--- config.mk ---
export PLATFORM = sky130hd
export DESIGN_NAME = xirq_unit
export DESIGN_NICKNAME = d
export VERILOG_FILES = /design/src/rtl/xirq_pkg.sv /design/src/rtl/xirq_src.sv /design/src/rtl/xirq_route.sv /design/src/rtl/xirq_arbiter.sv /design/src/rtl/xirq_unit.sv
export SDC_FILE = /design/constraint.sdc
export NUM_CORES = 1
export LEC_CHECK = 0
export ABC_AREA = 1
export BUFFER_PORTS_ARGS = -buffer_cell sky130_fd_sc_hd__buf_2
export CAP_MARGIN = 20
export CELL_PAD_IN_SITES_DETAIL_PLACEMENT = 1
export CELL_PAD_IN_SITES_GLOBAL_PLACEMENT = 1
export CORE_AREA = 3 3 116 118
export DETAILED_ROUTE_END_ITERATION = 8
export DIE_AREA = 0 0 119 121
export PLACE_DENSITY_LB_ADDON = 0.1
export SYNTH_ARGS = -nofsm -noshare
export SYNTH_HDL_FRONTEND = slang
export SYNTH_SLANG_ARGS = --single-unit
--- constraint.sdc ---
create_clock -name clk -period 7.06 [get_ports clk]
set_input_delay 1.412 -clock clk [delete_from_list [all_inputs] [get_ports clk]]
set_output_delay 1.412 -clock clk [all_outputs]
set_load 0.05 [all_outputs]
--- src/rtl/xirq_pkg.sv ---
package xirq_pkg;

    parameter int PRIO_W = 4;
    parameter int VEC_W  = 8;

    // configuration word field positions
    localparam int CF_VEC_LSB   = 0;
    localparam int CF_PRIO_LSB  = 8;
    localparam int CF_POL_BIT   = 16;
    localparam int CF_SENSE_BIT = 17;
    localparam int CF_MASK_BIT  = 31;

    // destination word field positions
    localparam int DS_EXT_BIT  = 0;
    localparam int DS_CRIT_BIT = 1;

    typedef struct packed {
        logic              mask;
        logic              sense;   // 1 = level, 0 = edge
        logic              pol;     // 1 = high / rising
        logic [PRIO_W-1:0] prio;
        logic [VEC_W-1:0]  vec;
    } src_cfg_t;

    typedef struct packed {
        logic crit;
        logic ext;
    } src_dest_t;

    typedef enum logic [1:0] {
        ROUTE_CORE = 2'd0,
        ROUTE_CRIT = 2'd1,
        ROUTE_EXT  = 2'd2
    } route_e;

    localparam src_cfg_t CFG_RST = '{mask: 1'b1, sense: 1'b0, pol: 1'b0,
                                     prio: '0, vec: '0};

    function automatic src_cfg_t cfg_from_word(input logic [31:0] w);
        src_cfg_t c;
        c.vec   = w[CF_VEC_LSB +: VEC_W];
        c.prio  = w[CF_PRIO_LSB +: PRIO_W];
        c.pol   = w[CF_POL_BIT];
        c.sense = w[CF_SENSE_BIT];
        c.mask  = w[CF_MASK_BIT];
        return c;
    endfunction

    function automatic logic [31:0] cfg_to_word(input src_cfg_t c);
        logic [31:0] w;
        w = '0;
        w[CF_VEC_LSB +: VEC_W]   = c.vec;
        w[CF_PRIO_LSB +: PRIO_W] = c.prio;
        w[CF_POL_BIT]            = c.pol;
        w[CF_SENSE_BIT]          = c.sense;
        w[CF_MASK_BIT]           = c.mask;
        return w;
    endfunction

    function automatic logic dest_conflict(input src_dest_t d);
        return d.ext & d.crit;
    endfunction

    // Side routings are honoured only for level sources with one bit set.
    function automatic route_e pick_route(input logic sense, input src_dest_t d);
        if (sense && !dest_conflict(d) && d.ext)  return ROUTE_EXT;
        if (sense && !dest_conflict(d) && d.crit) return ROUTE_CRIT;
        return ROUTE_CORE;
    endfunction

endpackage

--- src/rtl/xirq_src.sv ---
module xirq_src (
    input  logic clk,
    input  logic rst,
    input  logic pin_i,
    input  logic pol_i,
    input  logic sense_i,
    input  logic clr_i,
    output logic sync_o,
    output logic prev_o,
    output logic active_o,
    output logic pend_o
);

    logic meta_q, sync_q, prev_q, pend_q;
    logic edge_hit;

    always_comb begin
        if (sense_i)
            edge_hit = 1'b0;
        else if (pol_i)
            edge_hit = sync_q & ~prev_q;
        else
            edge_hit = ~sync_q & prev_q;
    end

    always_ff @(posedge clk) begin
        if (rst) begin
            meta_q <= 1'b0;
            sync_q <= 1'b0;
            prev_q <= 1'b0;
            pend_q <= 1'b0;
        end else begin
            meta_q <= pin_i;
            sync_q <= meta_q;
            prev_q <= sync_q;
            // a fresh edge wins over a clear in the same cycle
            if (edge_hit)
                pend_q <= 1'b1;
            else if (clr_i)
                pend_q <= 1'b0;
        end
    end

    assign active_o = pol_i ? sync_q : ~sync_q;
    assign sync_o   = sync_q;
    assign prev_o   = prev_q;
    assign pend_o   = pend_q;

endmodule

--- src/rtl/xirq_route.sv ---
module xirq_route
    import xirq_pkg::*;
(
    input  src_cfg_t  cfg_i,
    input  src_dest_t dest_i,
    input  logic      active_i,
    input  logic      pend_i,
    output logic      core_req_o,
    output logic      crit_req_o,
    output logic      ext_req_o,
    output logic      conflict_o
);

    route_e route;
    logic   raw_req;

    always_comb begin
        route      = pick_route(cfg_i.sense, dest_i);
        raw_req    = cfg_i.sense ? active_i : pend_i;
        core_req_o = (route == ROUTE_CORE) && raw_req && !cfg_i.mask
                     && (cfg_i.prio != '0);
        crit_req_o = (route == ROUTE_CRIT) && active_i;
        ext_req_o  = (route == ROUTE_EXT) && active_i;
        conflict_o = dest_conflict(dest_i);
    end

endmodule

--- src/rtl/xirq_arbiter.sv ---
module xirq_arbiter
    import xirq_pkg::*;
#(
    parameter int N = 4,
    localparam int IDX_W = (N > 1) ? $clog2(N) : 1
) (
    input  logic [N-1:0]      req_i,
    input  logic [PRIO_W-1:0] prio_i [N],
    output logic              valid_o,
    output logic [IDX_W-1:0]  idx_o
);

    logic [PRIO_W-1:0] best;

    // strict greater-than keeps the lower index on a tie
    always_comb begin
        valid_o = 1'b0;
        idx_o   = '0;
        best    = '0;
        for (int i = 0; i < N; i++) begin
            if (req_i[i] && (!valid_o || prio_i[i] > best)) begin
                valid_o = 1'b1;
                idx_o   = IDX_W'(i);
                best    = prio_i[i];
            end
        end
    end

endmodule

--- src/rtl/xirq_unit.sv ---
module xirq_unit
    import xirq_pkg::*;
#(
    parameter int NUM_SRC = 4,
    parameter int ADDR_W  = 4,
    parameter logic [VEC_W-1:0] SPUR_RST = 8'hFF,
    localparam int IDX_W = (NUM_SRC > 1) ? $clog2(NUM_SRC) : 1
) (
    input  logic               clk,
    input  logic               rst,
    input  logic [NUM_SRC-1:0] pin_i,
    input  logic               bus_wr,
    input  logic               bus_rd,
    input  logic [ADDR_W-1:0]  bus_addr,
    input  logic [31:0]        bus_wdata,
    output logic [31:0]        bus_rdata,
    output logic               irq_core_o,
    output logic               irq_crit_o,
    output logic               irq_ext_o
);

    localparam logic [ADDR_W-1:0] ACK_A  = ADDR_W'(2 * NUM_SRC);
    localparam logic [ADDR_W-1:0] SPUR_A = ADDR_W'(2 * NUM_SRC + 1);
    localparam logic [ADDR_W-1:0] STAT_A = ADDR_W'(2 * NUM_SRC + 2);

    src_cfg_t          cfg_q  [NUM_SRC];
    src_dest_t         dest_q [NUM_SRC];
    logic [VEC_W-1:0]  spur_q;

    logic [NUM_SRC-1:0] cfg_wr, clr, core_req, crit_req, ext_req, conflict;
    logic [NUM_SRC-1:0] mask_vec, sync_vec, prev_vec, pend_vec, active_vec;
    logic [PRIO_W-1:0]  prio_v [NUM_SRC];
    logic               win_valid;
    logic [IDX_W-1:0]   win_idx;
    logic               ack_rd;

    assign ack_rd = bus_rd && (bus_addr == ACK_A);

    // register file
    always_ff @(posedge clk) begin
        if (rst) begin
            for (int i = 0; i < NUM_SRC; i++) begin
                cfg_q[i]  <= CFG_RST;
                dest_q[i] <= '0;
            end
            spur_q <= SPUR_RST;
        end else if (bus_wr) begin
            for (int i = 0; i < NUM_SRC; i++) begin
                if (bus_addr == ADDR_W'(2 * i))
                    cfg_q[i] <= cfg_from_word(bus_wdata);
                if (bus_addr == ADDR_W'(2 * i + 1))
                    dest_q[i] <= '{crit: bus_wdata[DS_CRIT_BIT],
                                   ext:  bus_wdata[DS_EXT_BIT]};
            end
            if (bus_addr == SPUR_A)
                spur_q <= bus_wdata[VEC_W-1:0];
        end
    end

    // per-source conditioning and routing
    for (genvar g = 0; g < NUM_SRC; g++) begin : g_src
        assign cfg_wr[g]   = bus_wr && (bus_addr == ADDR_W'(2 * g));
        assign clr[g]      = cfg_wr[g] ||
                             (ack_rd && win_valid && (win_idx == IDX_W'(g)));
        assign mask_vec[g] = cfg_q[g].mask;
        assign prio_v[g]   = cfg_q[g].prio;

        xirq_src i_src (
            .clk      (clk),
            .rst      (rst),
            .pin_i    (pin_i[g]),
            .pol_i    (cfg_q[g].pol),
            .sense_i  (cfg_q[g].sense),
            .clr_i    (clr[g]),
            .sync_o   (sync_vec[g]),
            .prev_o   (prev_vec[g]),
            .active_o (active_vec[g]),
            .pend_o   (pend_vec[g])
        );

        xirq_route i_route (
            .cfg_i      (cfg_q[g]),
            .dest_i     (dest_q[g]),
            .active_i   (active_vec[g]),
            .pend_i     (pend_vec[g]),
            .core_req_o (core_req[g]),
            .crit_req_o (crit_req[g]),
            .ext_req_o  (ext_req[g]),
            .conflict_o (conflict[g])
        );
    end

    xirq_arbiter #(.N(NUM_SRC)) i_arb (
        .req_i   (core_req),
        .prio_i  (prio_v),
        .valid_o (win_valid),
        .idx_o   (win_idx)
    );

    // read mux
    always_comb begin
        bus_rdata = '0;
        for (int i = 0; i < NUM_SRC; i++) begin
            if (bus_addr == ADDR_W'(2 * i))
                bus_rdata = cfg_to_word(cfg_q[i]);
            if (bus_addr == ADDR_W'(2 * i + 1))
                bus_rdata = 32'({dest_q[i].crit, dest_q[i].ext});
        end
        if (bus_addr == ACK_A)
            bus_rdata = win_valid ? 32'(cfg_q[win_idx].vec) : 32'(spur_q);
        if (bus_addr == SPUR_A)
            bus_rdata = 32'(spur_q);
        if (bus_addr == STAT_A)
            bus_rdata = 32'(conflict);
    end

    assign irq_core_o = win_valid;
    assign irq_crit_o = |crit_req;
    assign irq_ext_o  = |ext_req;

endmodule

==> flow_summary.html, run 1 <==
<table>
<tr><th>Metric</th><th>Value</th></tr>
<tr><th colspan="2">Place</th></tr>
<tr><td>Number of input and output port buffers inserted</td><td>44</td></tr>
<tr><td>Placement-stage worst setup slack</td><td>0.370 ns</td></tr>
<tr><td>Final HPWL from detailed placement</td><td>12.1 mm</td></tr>
<tr><td>Final weighted congestion in routability-driven placement</td><td>0.881</td></tr>
<tr><td>Instance area at placement</td><td>0.00566 mm2</td></tr>
<tr><th colspan="2">Synthesis</th></tr>
<tr><td>Post-synthesis instance area</td><td>0.00536 mm2</td></tr>
<tr><td>Yosys top cell area share</td><td>38.1%</td></tr>
<tr><td>Synth unique cells</td><td>35</td></tr>
<tr><td>Synthesized area per cell</td><td>7.90 um2</td></tr>
<tr><td>Sequential fraction of the synthesis area</td><td>47.1%</td></tr>
<tr><td>Biggest area contributors in the synthesized netlist</td><td>edfxtp_1 (38%), dfxtp_1 (9.0%), nor2_1 (9.0%), nand2_1 (8.3%), inv_1 (7.2%)</td></tr>
<tr><td>Number of storage elements in the synthesis netlist</td><td>92</td></tr>
<tr><td>Cells after Synth</td><td>678</td></tr>
<tr><td>Yosys top cell by area</td><td>edfxtp_1</td></tr>
<tr><td>Synth warnings</td><td>0</td></tr>
<tr><th colspan="2">Critical path</th></tr>
<tr><td>Startpoint Class</td><td>flip-flop</td></tr>
<tr><td>Critical path class</td><td>reg -&gt; out</td></tr>
<tr><td>Count of buffer and inverter cells on the critical path</td><td>5</td></tr>
<tr><td>Crit Path Max Fanout</td><td>15</td></tr>
<tr><td>Req. time, crit path</td><td>5.65 ns</td></tr>
<tr><td>Signal arrival time at the worst endpoint</td><td>5.29 ns</td></tr>
<tr><td>Crit-path leading delay family</td><td>simple AND/OR/NAND/NOR gates</td></tr>
<tr><td>Type of element capturing the critical path</td><td>output port</td></tr>
<tr><td>Library cell appearing most often on the critical path</td><td>nand2_1</td></tr>
<tr><td>Biggest cell delay along the critical path</td><td>0.47 ns</td></tr>
<tr><td>Crit path max-delay cell type</td><td>edfxtp_1</td></tr>
<tr><th colspan="2">Global routing</th></tr>
<tr><td>First-pass GRT wire length</td><td>25.6 mm</td></tr>
<tr><td>Number of antenna violations at the first check in global routing</td><td>0</td></tr>
<tr><td>Gr usage total</td><td>23.2%</td></tr>
<tr><td>Pin count of the biggest net entering global routing</td><td>22</td></tr>
<tr><td>Number of global-route vias before repair</td><td>4944</td></tr>
<tr><td>Total grt overflow</td><td>0</td></tr>
<tr><th colspan="2">Timing</th></tr>
<tr><td>Period utilization</td><td>94.9%</td></tr>
<tr><td>Final Hold Viols</td><td>0</td></tr>
<tr><td>Worst path setup slack after routing</td><td>0.358 ns</td></tr>
<tr><td>Minimum clock period after layout</td><td>6.70 ns</td></tr>
<tr><td>Final setup violation count</td><td>0</td></tr>
<tr><td>Clk_skew</td><td>0.00752 ns</td></tr>
<tr><td>Slew of the pin with the lowest slew margin</td><td>0.881 ns</td></tr>
<tr><td>Fin Setup TNS</td><td>0 ns</td></tr>
<tr><td>Slew HR</td><td>41.1%</td></tr>
<tr><td>Final count of pins violating max slew</td><td>0</td></tr>
<tr><td>Fmax</td><td>149 MHz</td></tr>
<tr><th colspan="2">CTS</th></tr>
<tr><td>Post-CTS Hold Fix Bufs</td><td>0</td></tr>
<tr><td>Worst-skew pair later-pin latency</td><td>0.35 ns</td></tr>
<tr><td>Clock H-tree levels</td><td>3</td></tr>
<tr><td>Total clock buffers created by CTS</td><td>9</td></tr>
<tr><td>TritonCTS sink count</td><td>92</td></tr>
<tr><td>Clock root cell</td><td>clkbuf_16</td></tr>
<tr><td>Clock-pin slew on the worst setup and hold paths</td><td>0.07 ns</td></tr>
<tr><td>Clock tree buffer depth</td><td>2</td></tr>
<tr><td>CTS tree</td><td>done</td></tr>
<tr><th colspan="2">Die</th></tr>
<tr><td>Boundary Pins</td><td>79</td></tr>
<tr><td>Die height</td><td>121 um</td></tr>
<tr><td>Std cell rows</td><td>41</td></tr>
<tr><td>Core area</td><td>0.0126 mm2</td></tr>
<tr><td>Die area</td><td>0.0144 mm2</td></tr>
<tr><td>Chip width</td><td>119 um</td></tr>
<tr><td>Initial cell density of the core</td><td>42.6%</td></tr>
<tr><th colspan="2">Detailed routing</th></tr>
<tr><td>Average routed wire per standard cell</td><td>18.2 um</td></tr>
<tr><td>Post-route ant nets</td><td>0</td></tr>
<tr><td>Total number of vias</td><td>4780</td></tr>
<tr><td>Post-DR vias/cell</td><td>5.31</td></tr>
<tr><td>Number of remaining DRC errors</td><td>0</td></tr>
<tr><td>Number of detailed-route iterations in the first pass</td><td>5</td></tr>
<tr><td>Wirelength, routed</td><td>16.4 mm</td></tr>
<tr><td>Number of DRC markers in iteration 0</td><td>255</td></tr>
<tr><th colspan="2">Finish</th></tr>
<tr><td>Post-route design area</td><td>0.00606 mm2</td></tr>
<tr><td>Area delta synth-&gt;final</td><td>13.2%</td></tr>
<tr><td>Share of cells above drive strength 1</td><td>14.1%</td></tr>
<tr><td>Fillers</td><td>1559</td></tr>
<tr><td>Number of nets at the end of the flow</td><td>779</td></tr>
<tr><td>Diodes inserted</td><td>0</td></tr>
<tr><th colspan="2">Pwr</th></tr>
<tr><td>Max VDD drop</td><td>0.104 mV</td></tr>
<tr><td>Overall power after layout</td><td>1.40 mW</td></tr>
<tr><td>Power Density</td><td>230 mW/mm2</td></tr>
<tr><td>Static Leakage</td><td>2.75 nW</td></tr>
<tr><th colspan="2">Status</th></tr>
<tr><td>Result of the run</td><td>complete, no violations</td></tr>
<tr><th colspan="2">Hold path</th></tr>
<tr><td>Worst hold-check path type</td><td>reg -&gt; reg</td></tr>
<tr><th colspan="2">Run</th></tr>
<tr><td>Number of maximum-capacitance constraint violations</td><td>0</td></tr>
</table>
==> area by class of cell <==
class	instances	area (um2)	area share [%]
Sequential cell	92	2520	41.6
Multi-Input combinational cell	453	2290	37.8
Inverter	116	435	7.18
Timing Repair Buffer	51	298	4.91
Clock buffer	11	264	4.35
Tap cell	172	215	3.55
Clock inverter	5	37.5	0.619
==> cells by family (layout without fill, tap and decap cells) <==
family          count (synthesis)  after routing  share of synthesized area (%)
xor+xnor                        1              1                          0.164
flops                          92             92                           47.1
other cells                     1             17                         0.0700
fa+ha+maj                      12             12                           2.80
buf+inv                       149            183                           12.1
simple gates                  322            322                           26.2
compound gates                101            101                           11.6
==> cells in the mapped netlist (all sizes together) <==
| cell | instances |
|---|---|
| a211oi | 1 |
| a21oi | 29 |
| a221oi | 5 |
| a22o | 2 |
| a31oi | 2 |
| buf | 24 |
| clkbuf | 9 |
| clkinv | 2 |
| conb | 1 |
| dfxtp | 24 |
| edfxtp | 68 |
| ha | 12 |
| inv | 114 |
| nand2 | 127 |
| nand3 | 51 |
| nand3b | 4 |
| nand4 | 6 |
| nor2 | 134 |
| o2111ai | 6 |
| o211ai | 14 |
| o21ai | 32 |
| o221ai | 2 |
| o22ai | 8 |
| xnor2 | 1 |
==> layer usage <==
metal,routed length (um),vias up,global-route usage (%),part of all wire (%)
met5,0,-,0,0
met4,390,0,7.31,2.4
met3,596,29,3.03,3.6
met2,7970,126,40.4,49
met1,7410,2353,30.1,45
li1,-,2272,-,-
==> final timing paths <==
path,startpoint,to,slack (ns),cells past startpoint
max reg2reg,cfg_q[0][13]$_SDFFCE_PN0P_,g_src[0].i_src.pend_o$_SDFFE_PP0P_,2.32,36
min reg2reg,g_src[1].i_src.meta_q$_SDFF_PP0_,g_src[1].i_src.sync_o$_SDFF_PP0_,0.41,2
max,cfg_q[0][13]$_SDFFCE_PN0P_,bus_rdata[4],0.36,38
min,g_src[1].i_src.meta_q$_SDFF_PP0_,g_src[1].i_src.sync_o$_SDFF_PP0_,0.41,2
==> flip-flops by register name, summed over array words and instances, names as in the netlist <==
register            cells
g_src.i_src.pend_o      4
g_src.i_src.meta_q      4
g_src.i_src.prev_o      4
cfg_q                  60
g_src.i_src.sync_o      4
dest_q                  8
spur_q                  8
==> stage by stage <==
step	cells	hold WS [ns]	utilization [%]
global placement	879	0.395	45.0
CTS	895	0.409	47.5
floorplan	694	0.388	-
global route	900	0.427	48.2
detailed placement	879	0.400	45.0
finish	900	0.408	48.2
==> report_power, final <==
group	switching, mW	leakage, nW	internal (mW)	total (mW)
clock	0.220	0.154	0.274	0.494
sequential	0.0207	0.850	0.610	0.630
combinational	0.198	1.75	0.0728	0.271
total	0.439	2.75	0.956	1.40
==> repair_timing <==
action | in CTS | in global routing
pin swaps | 0 | 7
endpoints found under the setup margin | 4 | 8
setup buffers | 0 | 5
resized for setup | 4 | 24
==> worst min-delay path, delay by kind of cell (launching register included) <==
kind | cells | cell delay [ns]
flops | 1 | 0.30
simple gates | 1 | 0.03
buf+inv | 1 | 0.04
==> layout by cell type, fill, tap and decap left out, types with 2 or more instances in the layout <==
master       n
inv_4        2
nand3_1     47
dfxtp_1     24
inv_2       11
clkinv_1     2
a221oi_1     5
nor2_4       3
buf_6        2
a31oi_1      2
nand2_4      5
o221ai_1     2
nand4_1      6
nand3_2      2
conb_1      17
edfxtp_1    68
clkbuf_16   10
ha_1        12
o211ai_1    14
o21ai_2      2
nand3b_1     4
buf_2       37
o21ai_1     14
inv_1      103
clkbuf_4     3
nand2_1    118
a21oi_1     27
buf_4        9
nor2_2       5
o21ai_0     16
o22ai_1      8
nand2_2      3
nor2_1     126
o2111ai_1    6
nand3_4      2
a22o_1       2
Power figures use the tool's default switching activity.
==> inputs of run 2 (changes only) <==
Settings changed: PLACE_DENSITY set to 0.77, PLACE_DENSITY_LB_ADDON 0.1 to not set.
==> run 2 against run 1 <==
Compared with the run above: count of clock-buffer cells in the layout stayed put; flip-flop and latch count stayed put; power is 2.5% higher; die area stayed put; register-to-register slack better by 0.08 ns; largest cell class unchanged.
==> flow_summary.html, run 2 (synthesized netlist as in run 1, its figures left out) <==
<table>
<tr><th>Metric</th><th>Value</th></tr>
<tr><th colspan="2">Detailed routing</th></tr>
<tr><td>Number of remaining DRC errors</td><td>0</td></tr>
<tr><td>Post-DR vias/cell</td><td>5.38</td></tr>
<tr><td>Average routed wire per standard cell</td><td>18.6 um</td></tr>
<tr><td>Wirelength, routed</td><td>16.7 mm</td></tr>
<tr><td>Total number of vias</td><td>4856</td></tr>
<tr><td>Post-route ant nets</td><td>0</td></tr>
<tr><td>Number of detailed-route iterations in the first pass</td><td>5</td></tr>
<tr><td>Number of DRC markers in iteration 0</td><td>311</td></tr>
<tr><th colspan="2">Critical path</th></tr>
<tr><td>R2R Setup Slk</td><td>2.40 ns</td></tr>
<tr><td>CP endpoint</td><td>bus_rdata[5]</td></tr>
<tr><td>Library cell appearing most often on the critical path</td><td>nand2_1</td></tr>
<tr><td>CP startpoint</td><td>cfg_q[0][13]$_SDFFCE_PN0P_</td></tr>
<tr><td>Signal arrival time at the worst endpoint</td><td>5.25 ns</td></tr>
<tr><td>Beginning of the worst register-to-register path</td><td>cfg_q[0][13]$_SDFFCE_PN0P_</td></tr>
<tr><td>Req. time, crit path</td><td>5.65 ns</td></tr>
<tr><td>Crit path max-delay cell type</td><td>edfxtp_1</td></tr>
<tr><td>Startpoint Class</td><td>flip-flop</td></tr>
<tr><td>Critical path class</td><td>reg -&gt; out</td></tr>
<tr><td>Biggest cell delay along the critical path</td><td>0.46 ns</td></tr>
<tr><td>Worst reg2reg path depth</td><td>36</td></tr>
<tr><td>Type of element capturing the critical path</td><td>output port</td></tr>
<tr><td>Crit Path Max Fanout</td><td>11</td></tr>
<tr><td>Endpoint of the worst register-to-register path</td><td>g_src[0].i_src.pend_o$_SDFFE_PP0P_</td></tr>
<tr><th colspan="2">Place</th></tr>
<tr><td>Number of input and output port buffers inserted</td><td>44</td></tr>
<tr><td>Instance area at placement</td><td>0.00566 mm2</td></tr>
<tr><td>Final HPWL from detailed placement</td><td>12.1 mm</td></tr>
<tr><td>Cell count after placement</td><td>879</td></tr>
<tr><td>Final weighted congestion in routability-driven placement</td><td>0.874</td></tr>
<tr><th colspan="2">Hold path</th></tr>
<tr><td>Worst hold-check path type</td><td>reg -&gt; reg</td></tr>
<tr><th colspan="2">Pwr</th></tr>
<tr><td>Net switching power of the design</td><td>0.434 mW</td></tr>
<tr><td>Power Density</td><td>234 mW/mm2</td></tr>
<tr><td>Max VDD drop</td><td>0.122 mV</td></tr>
<tr><td>Switching part of the total power</td><td>30.3%</td></tr>
<tr><td>Power share of the combinational group</td><td>19.3%</td></tr>
<tr><td>Internal cell power</td><td>0.996 mW</td></tr>
<tr><td>Reg power frac</td><td>44.1%</td></tr>
<tr><td>Static Leakage</td><td>2.77 nW</td></tr>
<tr><td>Part of the total power dissipated in the clock network</td><td>36.5%</td></tr>
<tr><th colspan="2">Timing</th></tr>
<tr><td>Slew of the pin with the lowest slew margin</td><td>0.889 ns</td></tr>
<tr><td>Clk_skew</td><td>0.00806 ns</td></tr>
<tr><td>Fin Setup TNS</td><td>0 ns</td></tr>
<tr><td>Final count of pins violating max slew</td><td>0</td></tr>
<tr><td>Minimum clock period after layout</td><td>6.66 ns</td></tr>
<tr><td>Fmax</td><td>150 MHz</td></tr>
<tr><td>Slew HR</td><td>40.6%</td></tr>
<tr><td>Final Hold Viols</td><td>0</td></tr>
<tr><td>Period utilization</td><td>94.4%</td></tr>
<tr><td>Final setup violation count</td><td>0</td></tr>
<tr><th colspan="2">Die</th></tr>
<tr><td>Die area</td><td>0.0144 mm2</td></tr>
<tr><td>Boundary Pins</td><td>79</td></tr>
<tr><td>Die height</td><td>121 um</td></tr>
<tr><td>Initial cell density of the core</td><td>42.6%</td></tr>
<tr><td>Core area</td><td>0.0126 mm2</td></tr>
<tr><td>Chip width</td><td>119 um</td></tr>
<tr><td>Std cell rows</td><td>41</td></tr>
<tr><th colspan="2">CTS</th></tr>
<tr><td>Post-CTS Hold Fix Bufs</td><td>0</td></tr>
<tr><td>Clock H-tree levels</td><td>3</td></tr>
<tr><td>Total clock buffers created by CTS</td><td>9</td></tr>
<tr><td>Clock root cell</td><td>clkbuf_16</td></tr>
<tr><td>CTS tree</td><td>done</td></tr>
<tr><td>TritonCTS sink count</td><td>92</td></tr>
<tr><td>Clock-pin slew on the worst setup and hold paths</td><td>0.06 ns</td></tr>
<tr><td>Clock tree buffer depth</td><td>2</td></tr>
<tr><td>Worst-skew pair later-pin latency</td><td>0.36 ns</td></tr>
<tr><th colspan="2">Finish</th></tr>
<tr><td>Top library cells by usage in the layout, fill and taps aside</td><td>nor2_1 (127), nand2_1 (118), inv_1 (103)</td></tr>
<tr><td>Flip-flop count of the largest register after layout</td><td>60</td></tr>
<tr><td>Most flop-heavy register</td><td>cfg_q</td></tr>
<tr><td>Area delta synth-&gt;final</td><td>14.1%</td></tr>
<tr><td>Storage element area</td><td>0.00252 mm2</td></tr>
<tr><td>Leading cell type in the layout, fill and taps excluded</td><td>nor2_1</td></tr>
<tr><td>Layout Utilization</td><td>48.7%</td></tr>
<tr><td>Fillers</td><td>1563</td></tr>
<tr><td>Non-filler cells, final</td><td>902</td></tr>
<tr><td>Post-route design area</td><td>0.00611 mm2</td></tr>
<tr><td>Multi-input gate area in the final layout</td><td>0.00230 mm2</td></tr>
<tr><td>Share of cells above drive strength 1</td><td>14.2%</td></tr>
<tr><td>Largest regs</td><td>cfg_q: 60 flops, dest_q: 8 flops, spur_q: 8 flops</td></tr>
<tr><td>Number of nets at the end of the flow</td><td>781</td></tr>
<tr><td>Diodes inserted</td><td>0</td></tr>
<tr><th colspan="2">Global routing</th></tr>
<tr><td>Number of antenna violations at the first check in global routing</td><td>0</td></tr>
<tr><td>Pin count of the biggest net entering global routing</td><td>22</td></tr>
<tr><td>First-pass GRT wire length</td><td>26.0 mm</td></tr>
<tr><td>Number of global-route vias before repair</td><td>4969</td></tr>
<tr><td>Gr usage total</td><td>23.4%</td></tr>
<tr><td>Total grt overflow</td><td>0</td></tr>
<tr><th colspan="2">Run</th></tr>
<tr><td>Number of maximum-capacitance constraint violations</td><td>0</td></tr>
<tr><th colspan="2">Status</th></tr>
<tr><td>Result of the run</td><td>complete, no violations</td></tr>
</table>
-- run 2: changes by cell type in the layout (fill, tap and decap cells not counted), moves of 2 or more --
cell,delta
clkbuf_1,+2
a21oi_2,+2
clkbuf_4,-2
bufinv_16,+2
a21oi_1,-2
buf_4,+3
-- run 2: cell type report --
| type | count | area share, % |
|---|---|---|
| Clock buffer | 11 | 3.81 |
| Clock inverter | 5 | 1.25 |
| Inverter | 116 | 7.16 |
| Multi-Input combinational cell | 453 | 37.6 |
| Sequential cell | 92 | 41.3 |
| Tap cell | 172 | 3.52 |
| Timing Repair Buffer | 53 | 5.38 |
-- run 2: worst max-delay path, delay by kind of cell, from the launching register on --
kind	cells	cell delay, ns
fa+ha+maj	3	0.94
simple gates	21	2.00
flops	1	0.46
compound gates	8	0.90
buf+inv	5	0.57
-- run 2: per-stage QoR --
stage | total power [mW] | setup WS (ns) | hold WS, ns
global route | 1.48 | -0.0123 | 0.434
floorplan | 0.831 | 0.941 | 0.388
CTS | 1.41 | 0.00649 | 0.411
global placement | 0.884 | 0.480 | 0.392
detailed placement | 0.894 | 0.363 | 0.402
finish | 1.43 | 0.398 | 0.406
-- run 2: power by group through the flow --
stage          sequential, mW  clock, mW  combinational (mW)
6_report                0.631      0.523               0.276
4_1_cts                 0.630      0.525               0.255
3_3_place_gp            0.640          0               0.243
2_1_floorplan           0.634          0               0.196
3_5_place_dp            0.642          0               0.252
5_1_grt                 0.634      0.544               0.302
-- run 2: repair_timing --
item	CTS	global route
pin swaps	0	9
setup buffers	0	7
gates cloned	0	0
gates resized for setup	4	30
endpoints found under the setup margin	5	8
-- run 2: worst min-delay path by stage --
stage,startpoint,endpoint,slack [ns],depth (start not counted)
after global placement,g_src[1].i_src.meta_q$_SDFF_PP0_,g_src[1].i_src.sync_o$_SDFF_PP0_,0.39,2
final,g_src[2].i_src.meta_q$_SDFF_PP0_,g_src[2].i_src.sync_o$_SDFF_PP0_,0.41,2
after floorplan,g_src[0].i_src.meta_q$_SDFF_PP0_,g_src[0].i_src.sync_o$_SDFF_PP0_,0.39,2
after CTS,g_src[2].i_src.meta_q$_SDFF_PP0_,g_src[2].i_src.sync_o$_SDFF_PP0_,0.41,2
after detailed placement,g_src[0].i_src.meta_q$_SDFF_PP0_,g_src[0].i_src.sync_o$_SDFF_PP0_,0.40,2
after global routing,g_src[0].i_src.meta_q$_SDFF_PP0_,g_src[0].i_src.sync_o$_SDFF_PP0_,0.43,2
-- run 2: metal layers --
metal	share of wire [%]	global-route usage, %
met2	50	41.2
met4	2.1	9.05
met3	4.8	3.31
met1	43	29.0
met5	0	0
==> inputs of run 3 (changes only) <==
Clock period 7.06 ns to 6.8 ns, I/O delays scaled along.
==> run 3 against run 2 <==
Compared with the run above: count of clock-buffer cells in the layout rose by 1; sequential power rose by 4.0%; flip-flop and latch count unchanged; die area is the same; via count up 0.33%; cell area grew 2.6%; clock skew decreased by 0.0014 ns; utilization is 1.3 points higher; non-clock buffer count grew 6; routed wire length up 4.9%; register-to-register slack got worse by 0.41 ns.
==> flow_summary.html, run 3 (synthesized netlist as in run 1, its figures left out) <==
<table>
<tr><th>Metric</th><th>Value</th></tr>
<tr><th colspan="2">Status</th></tr>
<tr><td>Result of the run</td><td>complete, no violations</td></tr>
<tr><th colspan="2">Finish</th></tr>
<tr><td>Largest regs</td><td>cfg_q: 60 flops, dest_q: 8 flops, spur_q: 8 flops</td></tr>
<tr><td>Post-route design area</td><td>0.00627 mm2</td></tr>
<tr><td>Non-filler cells, final</td><td>910</td></tr>
<tr><td>Flip-flop count of the largest register after layout</td><td>60</td></tr>
<tr><td>Area delta synth-&gt;final</td><td>17.1%</td></tr>
<tr><td>Multi-input gate area in the final layout</td><td>0.00244 mm2</td></tr>
<tr><td>Diodes inserted</td><td>0</td></tr>
<tr><td>Fillers</td><td>1533</td></tr>
<tr><td>Number of nets at the end of the flow</td><td>789</td></tr>
<tr><td>Leading cell type in the layout, fill and taps excluded</td><td>nor2_1</td></tr>
<tr><td>Most flop-heavy register</td><td>cfg_q</td></tr>
<tr><td>Share of cells above drive strength 1</td><td>18.7%</td></tr>
<tr><td>Storage element area</td><td>0.00252 mm2</td></tr>
<tr><td>Top library cells by usage in the layout, fill and taps aside</td><td>nor2_1 (125), nand2_1 (111), inv_1 (98)</td></tr>
<tr><th colspan="2">Place</th></tr>
<tr><td>Final weighted congestion in routability-driven placement</td><td>0.874</td></tr>
<tr><td>Instance area at placement</td><td>0.00566 mm2</td></tr>
<tr><td>Number of input and output port buffers inserted</td><td>44</td></tr>
<tr><td>Final HPWL from detailed placement</td><td>12.1 mm</td></tr>
<tr><td>Cell count after placement</td><td>879</td></tr>
<tr><th colspan="2">Critical path</th></tr>
<tr><td>Crit path max-delay cell type</td><td>edfxtp_1</td></tr>
<tr><td>Library cell appearing most often on the critical path</td><td>nand2_1</td></tr>
<tr><td>Critical path class</td><td>reg -&gt; out</td></tr>
<tr><td>Type of element capturing the critical path</td><td>output port</td></tr>
<tr><td>R2R Setup Slk</td><td>1.99 ns</td></tr>
<tr><td>Signal arrival time at the worst endpoint</td><td>5.41 ns</td></tr>
<tr><td>Beginning of the worst register-to-register path</td><td>cfg_q[0][13]$_SDFFCE_PN0P_</td></tr>
<tr><td>Biggest cell delay along the critical path</td><td>0.50 ns</td></tr>
<tr><td>Req. time, crit path</td><td>5.44 ns</td></tr>
<tr><td>Startpoint Class</td><td>flip-flop</td></tr>
<tr><td>CP startpoint</td><td>cfg_q[0][13]$_SDFFCE_PN0P_</td></tr>
<tr><td>Crit Path Max Fanout</td><td>6</td></tr>
<tr><th colspan="2">Timing</th></tr>
<tr><td>Final Hold Viols</td><td>0</td></tr>
<tr><td>Final count of pins violating max slew</td><td>0</td></tr>
<tr><td>Worst hold slack after final layout</td><td>0.408 ns</td></tr>
<tr><td>Fmax</td><td>148 MHz</td></tr>
<tr><td>Slew HR</td><td>41.6%</td></tr>
<tr><td>Minimum clock period after layout</td><td>6.77 ns</td></tr>
<tr><td>Clk_skew</td><td>0.00665 ns</td></tr>
<tr><td>Slew of the pin with the lowest slew margin</td><td>0.874 ns</td></tr>
<tr><td>Final setup violation count</td><td>0</td></tr>
<tr><td>Fin Setup TNS</td><td>0 ns</td></tr>
<tr><td>Period utilization</td><td>99.6%</td></tr>
<tr><th colspan="2">Detailed routing</th></tr>
<tr><td>Average routed wire per standard cell</td><td>19.3 um</td></tr>
<tr><td>Number of DRC markers in iteration 0</td><td>358</td></tr>
<tr><td>Post-DR vias/cell</td><td>5.35</td></tr>
<tr><td>Number of detailed-route iterations in the first pass</td><td>6</td></tr>
<tr><td>Total number of vias</td><td>4872</td></tr>
<tr><td>Wirelength, routed</td><td>17.6 mm</td></tr>
<tr><td>Post-route ant nets</td><td>0</td></tr>
<tr><td>Number of remaining DRC errors</td><td>0</td></tr>
<tr><th colspan="2">Global routing</th></tr>
<tr><td>First-pass GRT wire length</td><td>26.0 mm</td></tr>
<tr><td>Number of antenna violations at the first check in global routing</td><td>0</td></tr>
<tr><td>Number of global-route vias before repair</td><td>4930</td></tr>
<tr><td>Total grt overflow</td><td>0</td></tr>
<tr><td>Pin count of the biggest net entering global routing</td><td>22</td></tr>
<tr><td>Gr usage total</td><td>23.5%</td></tr>
<tr><th colspan="2">CTS</th></tr>
<tr><td>Clock-pin slew on the worst setup and hold paths</td><td>0.06 ns</td></tr>
<tr><td>CTS tree</td><td>done</td></tr>
<tr><td>Clock tree buffer depth</td><td>2</td></tr>
<tr><td>Clock root cell</td><td>clkbuf_16</td></tr>
<tr><td>Clock H-tree levels</td><td>3</td></tr>
<tr><td>TritonCTS sink count</td><td>92</td></tr>
<tr><td>Worst-skew pair later-pin latency</td><td>0.35 ns</td></tr>
<tr><td>Total clock buffers created by CTS</td><td>9</td></tr>
<tr><td>Post-CTS Hold Fix Bufs</td><td>0</td></tr>
<tr><th colspan="2">Die</th></tr>
<tr><td>Std cell rows</td><td>41</td></tr>
<tr><td>Boundary Pins</td><td>79</td></tr>
<tr><td>Core area</td><td>0.0126 mm2</td></tr>
<tr><td>Initial cell density of the core</td><td>42.6%</td></tr>
<tr><td>Die area</td><td>0.0144 mm2</td></tr>
<tr><td>Die height</td><td>121 um</td></tr>
<tr><td>Chip width</td><td>119 um</td></tr>
<tr><th colspan="2">Pwr</th></tr>
<tr><td>Overall power after layout</td><td>1.44 mW</td></tr>
<tr><td>Power Density</td><td>230 mW/mm2</td></tr>
<tr><td>Static Leakage</td><td>2.80 nW</td></tr>
<tr><td>Max VDD drop</td><td>0.112 mV</td></tr>
<tr><th colspan="2">Hold path</th></tr>
<tr><td>Origin of the worst min-delay path</td><td>g_src[2].i_src.meta_q$_SDFF_PP0_</td></tr>
<tr><td>Worst hold-check path type</td><td>reg -&gt; reg</td></tr>
<tr><th colspan="2">Run</th></tr>
<tr><td>Number of maximum-capacitance constraint violations</td><td>0</td></tr>
</table>
[run 3: path summary, 6_finish.rpt]
path | endpoint | depth (start not counted)
hold reg to reg | g_src[2].i_src.sync_o$_SDFF_PP0_ | 2
setup reg to reg | g_src[0].i_src.pend_o$_SDFFE_PP0P_ | 36
hold / removal | g_src[2].i_src.sync_o$_SDFF_PP0_ | 2
setup / recovery | bus_rdata[2] | 38
[run 3: power by group]
part	internal (mW)	total [mW]	switching, mW
Clock	0.257	0.478	0.221
Combinational	0.0873	0.308	0.221
Sequential	0.633	0.656	0.0229
Total	0.978	1.44	0.464
[run 3: worst max-delay path, delay by kind of cell, from the launching register on]
family | cells | cell delay (ns)
and+or+nand+nor | 23 | 2.28
AOI/OAI and AO/OA | 6 | 0.65
adders and majority gates | 3 | 0.91
buffers and inverters | 6 | 0.72
DFF | 1 | 0.50
[run 3: metrics by stage]
step / setup slack, ns / utilization [%]
2_1_floorplan: 0.733 / -
3_3_place_gp: 0.275 / 45.0
3_5_place_dp: 0.148 / 45.0
4_1_cts: 0.00774 / 47.5
5_1_grt: -0.163 / 49.9
6_report: 0.0254 / 49.9
[run 3: repair_timing]
item                       4_1_cts  5_1_grt
pin swaps                        0       27
resized for setup               14       51
setup buffers                    0       12
cloned                           0        3
setup endpoints to repair        8        8
[run 3: layout make-up]
cell class                 instances  area share, %
clock buffer                      12           3.93
clock inverter                     4          0.399
inverter                         116           6.94
multi-input combinational        455           39.0
sequential                        92           40.2
tap                              172           3.43
timing repair buffer              59           6.12
[run 3: metal layers]
metal | track usage [%] | vias up | routed length, um
met1 | 29.3 | 2398 | 7270
met3 | 2.56 | 29 | 806
met2 | 41.6 | 135 | 9090
li1 | - | 2310 | -
met4 | 9.20 | 0 | 398
met5 | 0 | - | 0
